<file path="config.mk">
export PLATFORM = sky130hd
export DESIGN_NAME = macro_seq
export DESIGN_NICKNAME = d
export VERILOG_FILES = /design/src/rtl/macro_seq_pkg.sv /design/src/rtl/macro_seq_regfile.sv /design/src/rtl/macro_seq_ctrl.sv /design/src/rtl/macro_seq.sv
export SDC_FILE = /design/constraint.sdc
export NUM_CORES = 1
export LEC_CHECK = 0
export ABC_AREA = 0
export BUFFER_PORTS_ARGS = -buffer_cell sky130_fd_sc_hd__buf_2
export CELL_PAD_IN_SITES_DETAIL_PLACEMENT = 2
export CELL_PAD_IN_SITES_GLOBAL_PLACEMENT = 2
export CORE_MARGIN = 2
export CORE_UTILIZATION = 35
export DETAILED_ROUTE_END_ITERATION = 10
export GPL_ROUTABILITY_DRIVEN = 0
export PLACE_DENSITY = 0.77
export REMOVE_ABC_BUFFERS = 1
export SLEW_MARGIN = 10
export SYNTH_ARGS = -nofsm -noshare
export SYNTH_HDL_FRONTEND = slang
export SYNTH_HIERARCHICAL = 1
export SYNTH_SLANG_ARGS = --single-unit
</file>
<file path="constraint.sdc">
create_clock -name clk -period 11.2 [get_ports clk]
set_input_delay 1.68 -clock clk [delete_from_list [all_inputs] [get_ports clk]]
set_output_delay 1.68 -clock clk [all_outputs]
set_load 0.02 [all_outputs]
</file>
<file path="src/rtl/macro_seq_pkg.sv">
package macro_seq_pkg;

  localparam int DATA_W = 32;
  localparam int NREG   = 8;
  localparam int RIDX_W = $clog2(NREG);
  localparam int IMM_W  = 18;

  typedef enum logic [2:0] {
    OP_ALU    = 3'd0,
    OP_ADDI   = 3'd1,
    OP_BFINS  = 3'd2,
    OP_BFSHI  = 3'd3,
    OP_BFSHR  = 3'd4,
    OP_READ   = 3'd5,
    OP_BAD    = 3'd6,
    OP_BRANCH = 3'd7
  } opcode_e;

  typedef enum logic [1:0] {
    SLOT_NONE   = 2'd0,
    SLOT_BRANCH = 2'd1,
    SLOT_EXIT   = 2'd2
  } slot_e;

  typedef struct packed {
    logic              clearRegs;
    logic              regWe;
    logic              wrParam;
    logic [RIDX_W-1:0] dst;
    logic [RIDX_W-1:0] srcA;
    logic [RIDX_W-1:0] srcB;
    logic [DATA_W-1:0] immExt;
  } seq_ctl_t;

  function automatic logic modeTakesParam(input logic [2:0] mode);
    return (mode == 3'd0) || (mode == 3'd3) || (mode == 3'd5) || (mode == 3'd6);
  endfunction

  function automatic logic modeWritesParam(input logic [2:0] mode);
    return (mode == 3'd0) || (mode == 3'd3) || (mode == 3'd5);
  endfunction

endpackage

</file>
<file path="src/rtl/macro_seq_regfile.sv">
module macro_seq_regfile
  import macro_seq_pkg::*;
(
  input  logic              clk,
  input  logic              rstN,
  input  seq_ctl_t          ctl,
  input  logic [DATA_W-1:0] firstParam,
  input  logic [DATA_W-1:0] paramData,
  input  logic [DATA_W-1:0] execResult,
  output logic [DATA_W-1:0] srcAVal,
  output logic [DATA_W-1:0] srcBVal,
  output logic [DATA_W-1:0] aImmSum,
  output logic              aZero
);

  logic [DATA_W-1:0] regs [NREG];
  logic [DATA_W-1:0] wrData;

  assign wrData = ctl.wrParam ? paramData : execResult;

  always_ff @(posedge clk or negedge rstN) begin
    if (!rstN) begin
      for (int i = 0; i < NREG; i++) regs[i] <= '0;
    end else if (ctl.clearRegs) begin
      for (int i = 0; i < NREG; i++) regs[i] <= (i == 1) ? firstParam : '0;
    end else if (ctl.regWe) begin
      for (int i = 1; i < NREG; i++) begin
        if (ctl.dst == RIDX_W'(i)) regs[i] <= wrData;
      end
    end
  end

  assign srcAVal = regs[ctl.srcA];
  assign srcBVal = regs[ctl.srcB];
  assign aImmSum = srcAVal + ctl.immExt;
  assign aZero   = (srcAVal == '0);

endmodule

</file>
<file path="src/rtl/macro_seq_ctrl.sv">
module macro_seq_ctrl
  import macro_seq_pkg::*;
#(
  parameter int ADDR_W = 8,
  parameter int CNT_W  = 8
) (
  input  logic              clk,
  input  logic              rstN,
  input  logic              start,
  input  logic [ADDR_W-1:0] startOffset,
  input  logic [CNT_W-1:0]  paramCount,
  input  logic [DATA_W-1:0] instrData,
  input  logic              aZero,
  output logic [ADDR_W-1:0] instrAddr,
  output logic              busy,
  output logic [2:0]        opCode,
  output logic [2:0]        resMode,
  output logic              paramTake,
  output logic              done,
  output logic              illegalErr,
  output logic              paramErr,
  output seq_ctl_t          ctl
);

  typedef enum logic {ST_IDLE, ST_RUN} state_e;

  state_e            state;
  slot_e             slot;
  logic [ADDR_W-1:0] pc;
  logic [ADDR_W-1:0] jumpPc;
  logic [CNT_W-1:0]  paramIdx;

  opcode_e           op;
  logic              inSlot;
  logic              illegal;
  logic              isBranch;
  logic              taken;
  logic              annul;
  logic              exitReq;
  logic              halt;
  logic [DATA_W-1:0] immExt;
  logic [ADDR_W-1:0] target;
  logic [CNT_W-1:0]  idxNext;
  logic              unusedBit;

  assign op        = opcode_e'(instrData[2:0]);
  assign resMode   = instrData[6:4];
  assign opCode    = instrData[2:0];
  assign annul     = instrData[5];
  assign unusedBit = instrData[3];
  assign immExt    = {{(DATA_W - IMM_W){instrData[31]}}, instrData[31:14]};
  assign target    = pc + immExt[ADDR_W-1:0];

  assign busy      = (state == ST_RUN);
  assign instrAddr = pc;
  assign inSlot    = (slot != SLOT_NONE);
  assign illegal   = busy && ((op == OP_BAD) || (op == OP_BRANCH && inSlot));
  assign isBranch  = busy && !illegal && (op == OP_BRANCH);
  assign taken     = isBranch && (instrData[4] ? !aZero : aZero);
  assign exitReq   = busy && !illegal && instrData[7] && !inSlot && !taken;
  assign halt      = illegal || (busy && slot == SLOT_EXIT);
  assign paramTake = busy && !illegal && !isBranch && modeTakesParam(resMode);
  assign idxNext   = paramIdx + CNT_W'(paramTake);

  always_comb begin
    ctl.clearRegs = (state == ST_IDLE) && start;
    ctl.regWe     = busy && !illegal && !isBranch;
    ctl.wrParam   = modeWritesParam(resMode);
    ctl.dst       = instrData[10:8];
    ctl.srcA      = instrData[13:11];
    ctl.srcB      = instrData[16:14];
    ctl.immExt    = immExt;
  end

  always_ff @(posedge clk or negedge rstN) begin
    if (!rstN) begin
      state      <= ST_IDLE;
      slot       <= SLOT_NONE;
      pc         <= '0;
      jumpPc     <= '0;
      paramIdx   <= '0;
      done       <= 1'b0;
      illegalErr <= 1'b0;
      paramErr   <= 1'b0;
    end else begin
      done <= 1'b0;
      if (state == ST_IDLE) begin
        if (start) begin
          state      <= ST_RUN;
          pc         <= startOffset;
          slot       <= SLOT_NONE;
          paramIdx   <= CNT_W'(1);
          illegalErr <= 1'b0;
          paramErr   <= 1'b0;
        end
      end else begin
        paramIdx <= idxNext;
        if (halt) begin
          state      <= ST_IDLE;
          slot       <= SLOT_NONE;
          done       <= 1'b1;
          illegalErr <= illegal;
          paramErr   <= (idxNext != paramCount);
        end else if (slot == SLOT_BRANCH) begin
          pc   <= jumpPc;
          slot <= SLOT_NONE;
        end else if (taken && annul) begin
          pc <= target;
        end else if (taken) begin
          pc     <= pc + 1'b1;
          jumpPc <= target;
          slot   <= SLOT_BRANCH;
        end else if (exitReq) begin
          pc   <= pc + 1'b1;
          slot <= SLOT_EXIT;
        end else begin
          pc <= pc + 1'b1;
        end
      end
    end
  end

endmodule

</file>
<file path="src/rtl/macro_seq.sv">
module macro_seq
  import macro_seq_pkg::*;
#(
  parameter int ADDR_W = 8,
  parameter int CNT_W  = 8
) (
  input  logic              clk,
  input  logic              rstN,
  input  logic              start,
  input  logic [ADDR_W-1:0] startOffset,
  input  logic [CNT_W-1:0]  paramCount,
  input  logic [31:0]       firstParam,
  output logic [ADDR_W-1:0] instrAddr,
  input  logic [31:0]       instrData,
  input  logic [31:0]       paramData,
  output logic              paramTake,
  input  logic [31:0]       execResult,
  output logic              busy,
  output logic [2:0]        opCode,
  output logic [2:0]        resMode,
  output logic [31:0]       srcAVal,
  output logic [31:0]       srcBVal,
  output logic [31:0]       aImmSum,
  output logic              done,
  output logic              illegalErr,
  output logic              paramErr
);

  seq_ctl_t ctl;
  logic     aZero;

  macro_seq_ctrl #(.ADDR_W(ADDR_W), .CNT_W(CNT_W)) u_ctrl (
    .clk(clk), .rstN(rstN), .start(start), .startOffset(startOffset),
    .paramCount(paramCount), .instrData(instrData), .aZero(aZero),
    .instrAddr(instrAddr), .busy(busy), .opCode(opCode), .resMode(resMode),
    .paramTake(paramTake), .done(done), .illegalErr(illegalErr),
    .paramErr(paramErr), .ctl(ctl)
  );

  macro_seq_regfile u_regs (
    .clk(clk), .rstN(rstN), .ctl(ctl), .firstParam(firstParam),
    .paramData(paramData), .execResult(execResult), .srcAVal(srcAVal),
    .srcBVal(srcBVal), .aImmSum(aImmSum), .aZero(aZero)
  );

endmodule

</file>
==> summary.md, run 1 <==
| Metric | Value |
|---|---|
| Main combinational cell family by area after synthesis | `compound AO/OA/AOI/OAI gates` |
| Syn Std Cell Area | `0.0176 mm²` |
| Final ANT Viol Nets | `0` |
| Core ar. | `0.0500 mm²` |
| Simple-Gate Fraction of Synth Area | `16.2%` |
| Post-synthesis mux area share | `16.3%` |
| Net Sw Frac | `42.1%` |
| CTS tree | `done` |
| Num CTS Buffers | `31` |
| Clk_lat worst skew | `0.61 ns` |
| Final WS setup | `2.71 ns` |
| Static Leak | `8.72 nW` |
| Worst Clk Skew | `0.0240 ns` |
| Sw power | `1.86 mW` |
| Syn Area/Cell | `9.86 µm²` |
| Io pins | `262` |
| Status | `complete, no violations` |
| Starting DRC count in detailed routing | `1,234` |
| Post-route DRC | `0` |
| Gr ovfl total | `0` |
| Clock share of power | `23.1%` |
| Post-synth cell types | `78` |
| Post-synth EDFFs | `0` |
| Hpwl dp | `46,400 µm` |
| Final hold vios | `0` |
| Synth Register Bits | `254` |
| Share of cells above drive strength 1 | `28.3%` |
| Vias/cell | `6.06` |
| Hold_buf cts | `0` |
| Post-synthesis sequential area ratio | `36.0%` |
| Ys flop type | `dfrtp_1` |
| Gate Count Post-Synth | `1,788` |
| Synth Area in Compound Gates | `18.1%` |
| Max-Cap Viols | `0` |
| Wirelength per Cell | `27.3 µm` |
| H-tree depth | `1` |
| Num Clock Sinks | `254` |
| Total design power | `4.41 mW` |
| Period minus WS final | `8.49 ns` |
| Arrival @ worst endpoint | `6.81 ns` |
| Synth area leaders | `dfrtp_1, mux4_2, nand3b_1` |
| Share of the synthesized area in the top cell type | `36.0%` |
| Required time worst endpoint | `9.52 ns` |
| Slew Limit Headroom | `34.5%` |
| CP Launch Type | `input pin` |
| Root buffer cell | `clkbuf_16` |
| P_int | `2.56 mW` |
| Worst Setup End Kind | `output port` |
| Flop pwr share | `32.3%` |
| Power share of the combinational group | `44.6%` |
| Area leader, netlist | `dfrtp_1` |
| Count of buffers from port buffering | `260` |
| Pwr Density | `221 mW/mm²` |
| Layout area overhead | `13.3%` |
| Postcts setup bufs | `0` |
| Nets | `2,076` |
| DRT Pass-1 Iters | `5` |
| Routed vias | `15,600` |
| GRT Resource Usage Total | `26.6%` |
| Fmax | `118 MHz` |
| Die Area | `0.0522 mm²` |
| Initial antenna violation count | `5` |
| Vias in the first global route | `17,100` |
| Setup_tns | `0 ns` |
| # rows | `82` |
| Die height | `228 µm` |
| Adder-cell share of the synthesized area | `3.14%` |
| CTS Buffer Depth | `3` |
| Pre-CTS WS | `2.86 ns` |
| Pin count of the biggest net entering global routing | `87` |
| Worst VDD drop | `0.118 mV` |
| Initial Util | `35.3%` |
| Critical-path maximum fanout | `42` |
| RSZ-0062 raised after global routing | `no` |
| Gates resized, CTS repair | `0` |
| Clock Pin Slew Worst Setup and Hold Paths | `0.06 ns` |
| XOR/XNOR Fraction of Synth Area | `2.93%` |
| Hold Path Class | `reg -> reg` |
| Worst-Margin Slew | `0.982 ns` |
| Post-Route WL | `70,600 µm` |
| Ys Warns | `6` |
| Critical path type | `in -> out` |
| Final setup fails | `0` |
| First-pass GRT wire length | `108,000 µm` |
| Horiz. Die Dim | `228 µm` |
| Max Slew Vio Count | `0` |
| Async SR Flop Fraction | `100%` |
| Final worst path period share | `75.8%` |
==> power by group through the flow <==
stage               Clock [mW]  Combinational [mW]  Sequential [mW]
finish                    1.02                1.97             1.43
global route              1.06                2.13             1.46
CTS                       1.03                1.96             1.42
detailed placement           0                1.94             1.43
global placement             0                1.86             1.41
floorplan                    0                1.27             1.37
==> cell families (layout without fill, tap and decap cells) <==
family	Yosys count	count (layout)
multiplexers	195	195
XOR/XNOR	59	59
adder cells (fa/ha/maj)	43	43
other	0	2
buffers and inverters	271	391
AND/OR/NAND/NOR	468	468
AO/OA/AOI/OAI	498	498
flip-flops	254	254
==> per-layer routing <==
metal  track usage, %  vias up  wire [µm]
met2             42.9      564      33000
li1                 -     6755          -
met5                0        -         42
met4             9.42        6       2460
met1             35.6     8198      30400
met3             5.23      124       4690
==> state kept, by name, summed over array words and instances, names as in the netlist <==
signal / flops
u_ctrl/paramErr: 1
u_ctrl/slot: 2
u_regs/regs: 224
u_ctrl/illegalErr: 1
u_ctrl/done: 1
u_ctrl/instrAddr: 8
u_ctrl/paramIdx: 8
u_ctrl/busy: 1
u_ctrl/jumpPc: 8
==> critical path, stage by stage <==
cell      delay, ns
buf_4          0.61
nor2b_4        0.62
buf_4          0.48
a221oi_1       0.22
a21oi_1        0.70
ha_1           0.46
a21oi_1        0.37
o21ai_0        0.32
a2111o_1       0.49
o21ai_1        0.32
nand4b_1       0.15
o311ai_1       0.09
buf_2          0.22
==> metrics by stage <==
step           cells  utilization [%]  hold WS (ns)  cell area, µm²
2_1_floorplan   1567                -         0.449           16500
3_3_place_gp    2525             38.0         0.465           19000
3_5_place_dp    2525             38.0         0.465           19000
4_1_cts         2580             40.0         0.478           20000
5_1_grt         2580             40.0         0.526           20000
6_report        2582             40.0         0.477           20000
==> cells in the mapped netlist, drive strengths merged (5+ instances only) <==
cell type and n:
dfrtp 254, o21ai 236, nand3b 193, clkbuf 140, mux2 92, a21oi 83
buf 81, nor2 77, mux4 64, inv 50, nand2 49, a221oi 44
ha 41, mux2i 39, xnor2 38, a221o 33, or2 33, nand3 25
a22o 24, nor2b 22, xor2 21, a21o 13, a211oi 10, and2 10
and3 10, nor3 10, nor4 10, nand2b 8, nand4 7, o21a 6
o21bai 6, a22oi 5, o2111ai 5, o221ai 5, or3 5
==> worst paths after layout <==
check                                       from                  end  slack [ns]  cells past startpoint
worst max-delay path               instrData[11]          aImmSum[27]        2.71                     13
worst min-delay path            u_ctrl/jumpPc[6]     u_ctrl/jumpPc[6]        0.48                      1
worst max register to register   u_regs/regs[46]  u_ctrl/instrAddr[4]        6.97                     11
worst min register to register  u_ctrl/jumpPc[6]     u_ctrl/jumpPc[6]        0.48                      1
max in group asynchronous                   rstN     u_regs/regs[143]        7.98                      3
min in group asynchronous                   rstN   u_ctrl/paramIdx[4]        1.03                      1
==> placed cells by master, fill, tap and decap left out, types with 6 or more instances in the layout <==
cell	synthesis	layout
xnor2_1	38	38
clkbuf_16	0	31
a21o_1	13	12
and2_1	8	8
nor2b_1	19	16
a221oi_1	43	43
o21ai_0	231	231
xor2_1	21	21
and3_1	10	10
mux4_2	64	64
o21a_1	6	6
a221o_1	33	33
nor4_1	10	10
nand3b_1	192	192
buf_4	47	28
a21oi_1	82	82
nand2_1	49	47
ha_1	41	41
a22o_1	24	24
nor3_1	10	10
nand2b_1	8	8
clkbuf_1	140	12
buf_2	19	257
nor2_1	77	77
dfrtp_1	254	254
or2_2	31	31
a211oi_1	8	8
mux2i_1	39	39
nand4_1	7	7
mux2_2	87	87
inv_1	50	50
nand3_1	25	22
==> cell type report <==
| class | count | area [µm²] |
|---|---|---|
| diodes | 2 | 5.00 |
| fillers | 5356 | 30000 |
| clock inverters | 7 | 100 |
| multi-input cells | 1263 | 10100 |
| inverters | 50 | 188 |
| flip-flops and latches | 254 | 6360 |
| clock buffers | 48 | 890 |
| well taps | 672 | 841 |
| repair buffers | 286 | 1510 |
No activity file was read; power rests on OpenSTA's default activity.
==> run 2: changes to the inputs <==
- clock period: 11.2 -> 8.4 ns (I/O delays scaled with it)
==> run 2 against run 1 <==
Sequential power rose by 34%; combinational power rose by 34%; clock skew rose by 0.015 ns; highest routed layer unchanged; count of clock-buffer cells in the layout rose by 4.
==> summary.md, run 2 (synthesis results as in run 1) <==
| Metric | Value |
|---|---|
| Reg with most FFs | `u_regs/regs` |
| Hold path depth | `1 (unchanged)` |
| Status | `complete, no violations` |
| R2R depth | `11 (unchanged)` |
| Pre-CTS WS | `1.42 ns (-1.44 ns)` |
| # fillers | `5,368 (+0.22%)` |
| Postcts setup bufs | `0 (unchanged)` |
| Initial Util | `35.3% (unchanged)` |
| R2R Path End | `u_ctrl/instrAddr[6]` |
| Horiz. Die Dim | `228 µm (unchanged)` |
| Hpwl dp | `46,500 µm (+0.29%)` |
| Slew Limit Headroom | `34.3% (-0.22 points)` |
| Max-Cap Viols | `0 (unchanged)` |
| Net Sw Frac | `40.9% (-1.2 points)` |
| First-pass GRT wire length | `108,000 µm (about the same)` |
| Die height | `228 µm (unchanged)` |
| Flop pwr share | `30.9% (-1.4 points)` |
| Root buffer cell | `clkbuf_16` |
| Reg-to-reg startpoint | `u_regs/regs[169]` |
| Largest register FFs | `224 (unchanged)` |
| Num Clock Sinks | `254 (unchanged)` |
| H-tree depth | `2 (+1)` |
| Finished layout cell area | `0.0203 mm² (+1.5%)` |
| Crit path cell chain | `buf_2 > nor2b_4 > buf_4 > a22o_1 > mux2_2 > ha_1 > a21o_1 > a211oi_1 > o311ai_1 > a21oi_1 > o311ai_0 > a21oi_1 > xnor2_1 > buf_2` |
| Pin count of the biggest net entering global routing | `124 (+43%)` |
| Min-Delay Endpoint | `u_ctrl/jumpPc[6]` |
| Hold_buf cts | `0 (unchanged)` |
| Static Leak | `8.87 nW (+1.7%)` |
| Sw power | `2.53 mW (+36%)` |
| CTS Buffer Depth | `3 (unchanged)` |
| Worst Setup End Kind | `output port` |
| Critical-path maximum fanout | `30 (-29%)` |
| Starting DRC count in detailed routing | `1,106 (-10%)` |
| Cell family with most CP delay | `compound AO/OA/AOI/OAI gates` |
| Wirelength per Cell | `27.3 µm (-0.11%)` |
| Commonest non-fill, non-tap cell in the layout | `buf_2` |
| Num CTS Buffers | `35 (+13%)` |
| Critical path type | `in -> out` |
| Nets | `2,082 (+0.29%)` |
| Final hold vios | `0 (unchanged)` |
| Gr ovfl total | `0 (unchanged)` |
| DP Area | `0.0190 mm² (+0.21%)` |
| Post-route DRC | `0 (unchanged)` |
| Clk_lat worst skew | `0.58 ns (-0.03 ns)` |
| Arrival @ worst endpoint | `5.91 ns (-0.90 ns)` |
| Flop2flop setup slack | `4.25 ns (-2.72 ns)` |
| Max stage delay cell, worst path | `o311ai_0` |
| Initial antenna violation count | `2 (-3)` |
| Commonest cells after routing, fill and taps aside | `buf_2, dfrtp_1, o21ai_0` |
| Final WS setup | `1.23 ns (-1.49 ns)` |
| Clock Pin Slew Worst Setup and Hold Paths | `0.06 ns (about the same)` |
| Bufs and invs on worst path | `3 (unchanged)` |
| Power share of the combinational group | `42.6% (-2.0 points)` |
| Routed vias | `15,600 (-0.42%)` |
| Io pins | `262 (unchanged)` |
| GRT Resource Usage Total | `26.8% (+0.27 points)` |
| Worst-Margin Slew | `0.985 ns (+0.00330 ns)` |
| Count of buffers from port buffering | `260 (unchanged)` |
| CTS tree | `done` |
| Vias/cell | `6.01 (-0.77%)` |
| DRT Pass-1 Iters | `5 (unchanged)` |
| # rows | `82 (unchanged)` |
| RSZ-0062 raised after global routing | `no` |
| Crit path from | `instrData[12]` |
| Period minus WS final | `7.17 ns` |
| Max Slew Vio Count | `0 (unchanged)` |
| Share of cells above drive strength 1 | `28.9% (+0.63 points)` |
| Worst Clk Skew | `0.0387 ns (+0.0147 ns)` |
| Gates resized, CTS repair | `0 (unchanged)` |
| Clock share of power | `26.5% (+3.4 points)` |
| CP Launch Type | `input pin` |
| CP peak stage delay | `0.64 ns (-0.06 ns)` |
| Final setup fails | `0 (unchanged)` |
| Required time worst endpoint | `7.14 ns (-2.38 ns)` |
| Final worst path period share | `85.4%` |
| Worst VDD drop | `0.137 mV (+15%)` |
| P_int | `3.65 mW (+43%)` |
| Die Area | `0.0522 mm² (unchanged)` |
| Hold Path Class | `reg -> reg` |
| Vias in the first global route | `17,000 (-0.38%)` |
| Layout area overhead | `15.0%` |
| Post-Route WL | `70,700 µm (+0.24%)` |
| Core ar. | `0.0500 mm² (unchanged)` |
| Pwr Density | `304 mW/mm² (+38%)` |
| Worst Min Path Start | `u_ctrl/jumpPc[6]` |
| Final ANT Viol Nets | `0 (unchanged)` |
| Fmax | `139 MHz` |
[run 2: cell count changes in the layout (fill, tap and decap cells not counted)]
cell / change
buf_12: +2
bufinv_16: +3
clkbuf_1: -5
clkbuf_16: +4
clkbuf_8: +5
clkinv_2: -1
diode_2: -1
inv_16: +1
inv_6: +1
[run 2: how the worst max path moves through the flow]
stage / slack, ns / endpoint / cells past startpoint
3_5_place_dp: 1.42 / aImmSum[29] / 14
4_1_cts: 1.29 / aImmSum[29] / 14
5_1_grt: 1.11 / aImmSum[29] / 14
6_report: 1.23 / aImmSum[29] / 14
2_1_floorplan: -1.37 / u_regs/regs[221] / 3
3_3_place_gp: 1.53 / aImmSum[29] / 14
[run 2: final cells by class]
class | instances | area, µm² | share of cell area [%]
Clock buffer | 52 | 1040 | 5.13
Antenna cell | 1 | 2.50 | 0.0123
Multi-Input combinational cell | 1263 | 10100 | 49.7
Inverter | 50 | 188 | 0.926
Clock inverter | 11 | 214 | 1.06
Timing Repair Buffer | 288 | 1550 | 7.65
Sequential cell | 254 | 6360 | 31.3
Tap cell | 672 | 841 | 4.15
[run 2: worst register-to-register path, stage by stage, from the launching register on]
cell and delay, ns:
dfrtp_1 0.41, mux2_2 0.28, a22o_1 0.23, nor4_1 0.54, nand3_1 0.30, o22a_1 0.31, a2111oi_2 0.51, xor2_1 0.23
and4_1 0.68, nor3_1 0.15, a211o_1 0.27, o221ai_1 0.18
[run 2: power by group through the flow]
stage	Combinational, mW	Sequential, mW	Clock, mW
floorplan	1.69	1.82	0
global placement	2.49	1.88	0
global route	2.84	1.95	1.71
detailed placement	2.59	1.91	0
CTS	2.62	1.90	1.67
finish	2.63	1.91	1.64
[run 2: layer usage]
layer	vias up	share of wire, %	global-route usage (%)
li1	6788	-	-
met1	8194	44	35.7
met2	477	47	43.8
met3	118	5.6	5.81
met4	4	2.9	8.33
met5	-	0.028	0
[run 2: metrics by stage]
stage                     instances  total power, mW  TNS (ns)  utilization (%)  hold slack, ns
after global placement         2527             4.37         0             38.1           0.464
after floorplan                1567             3.52    -40.23                -           0.449
after detailed placement       2527             4.50         0             38.1           0.473
after global routing           2590             6.50         0             40.6           0.522
final                          2591             6.17         0             40.6           0.485
after CTS                      2590             6.19         0             40.6           0.485
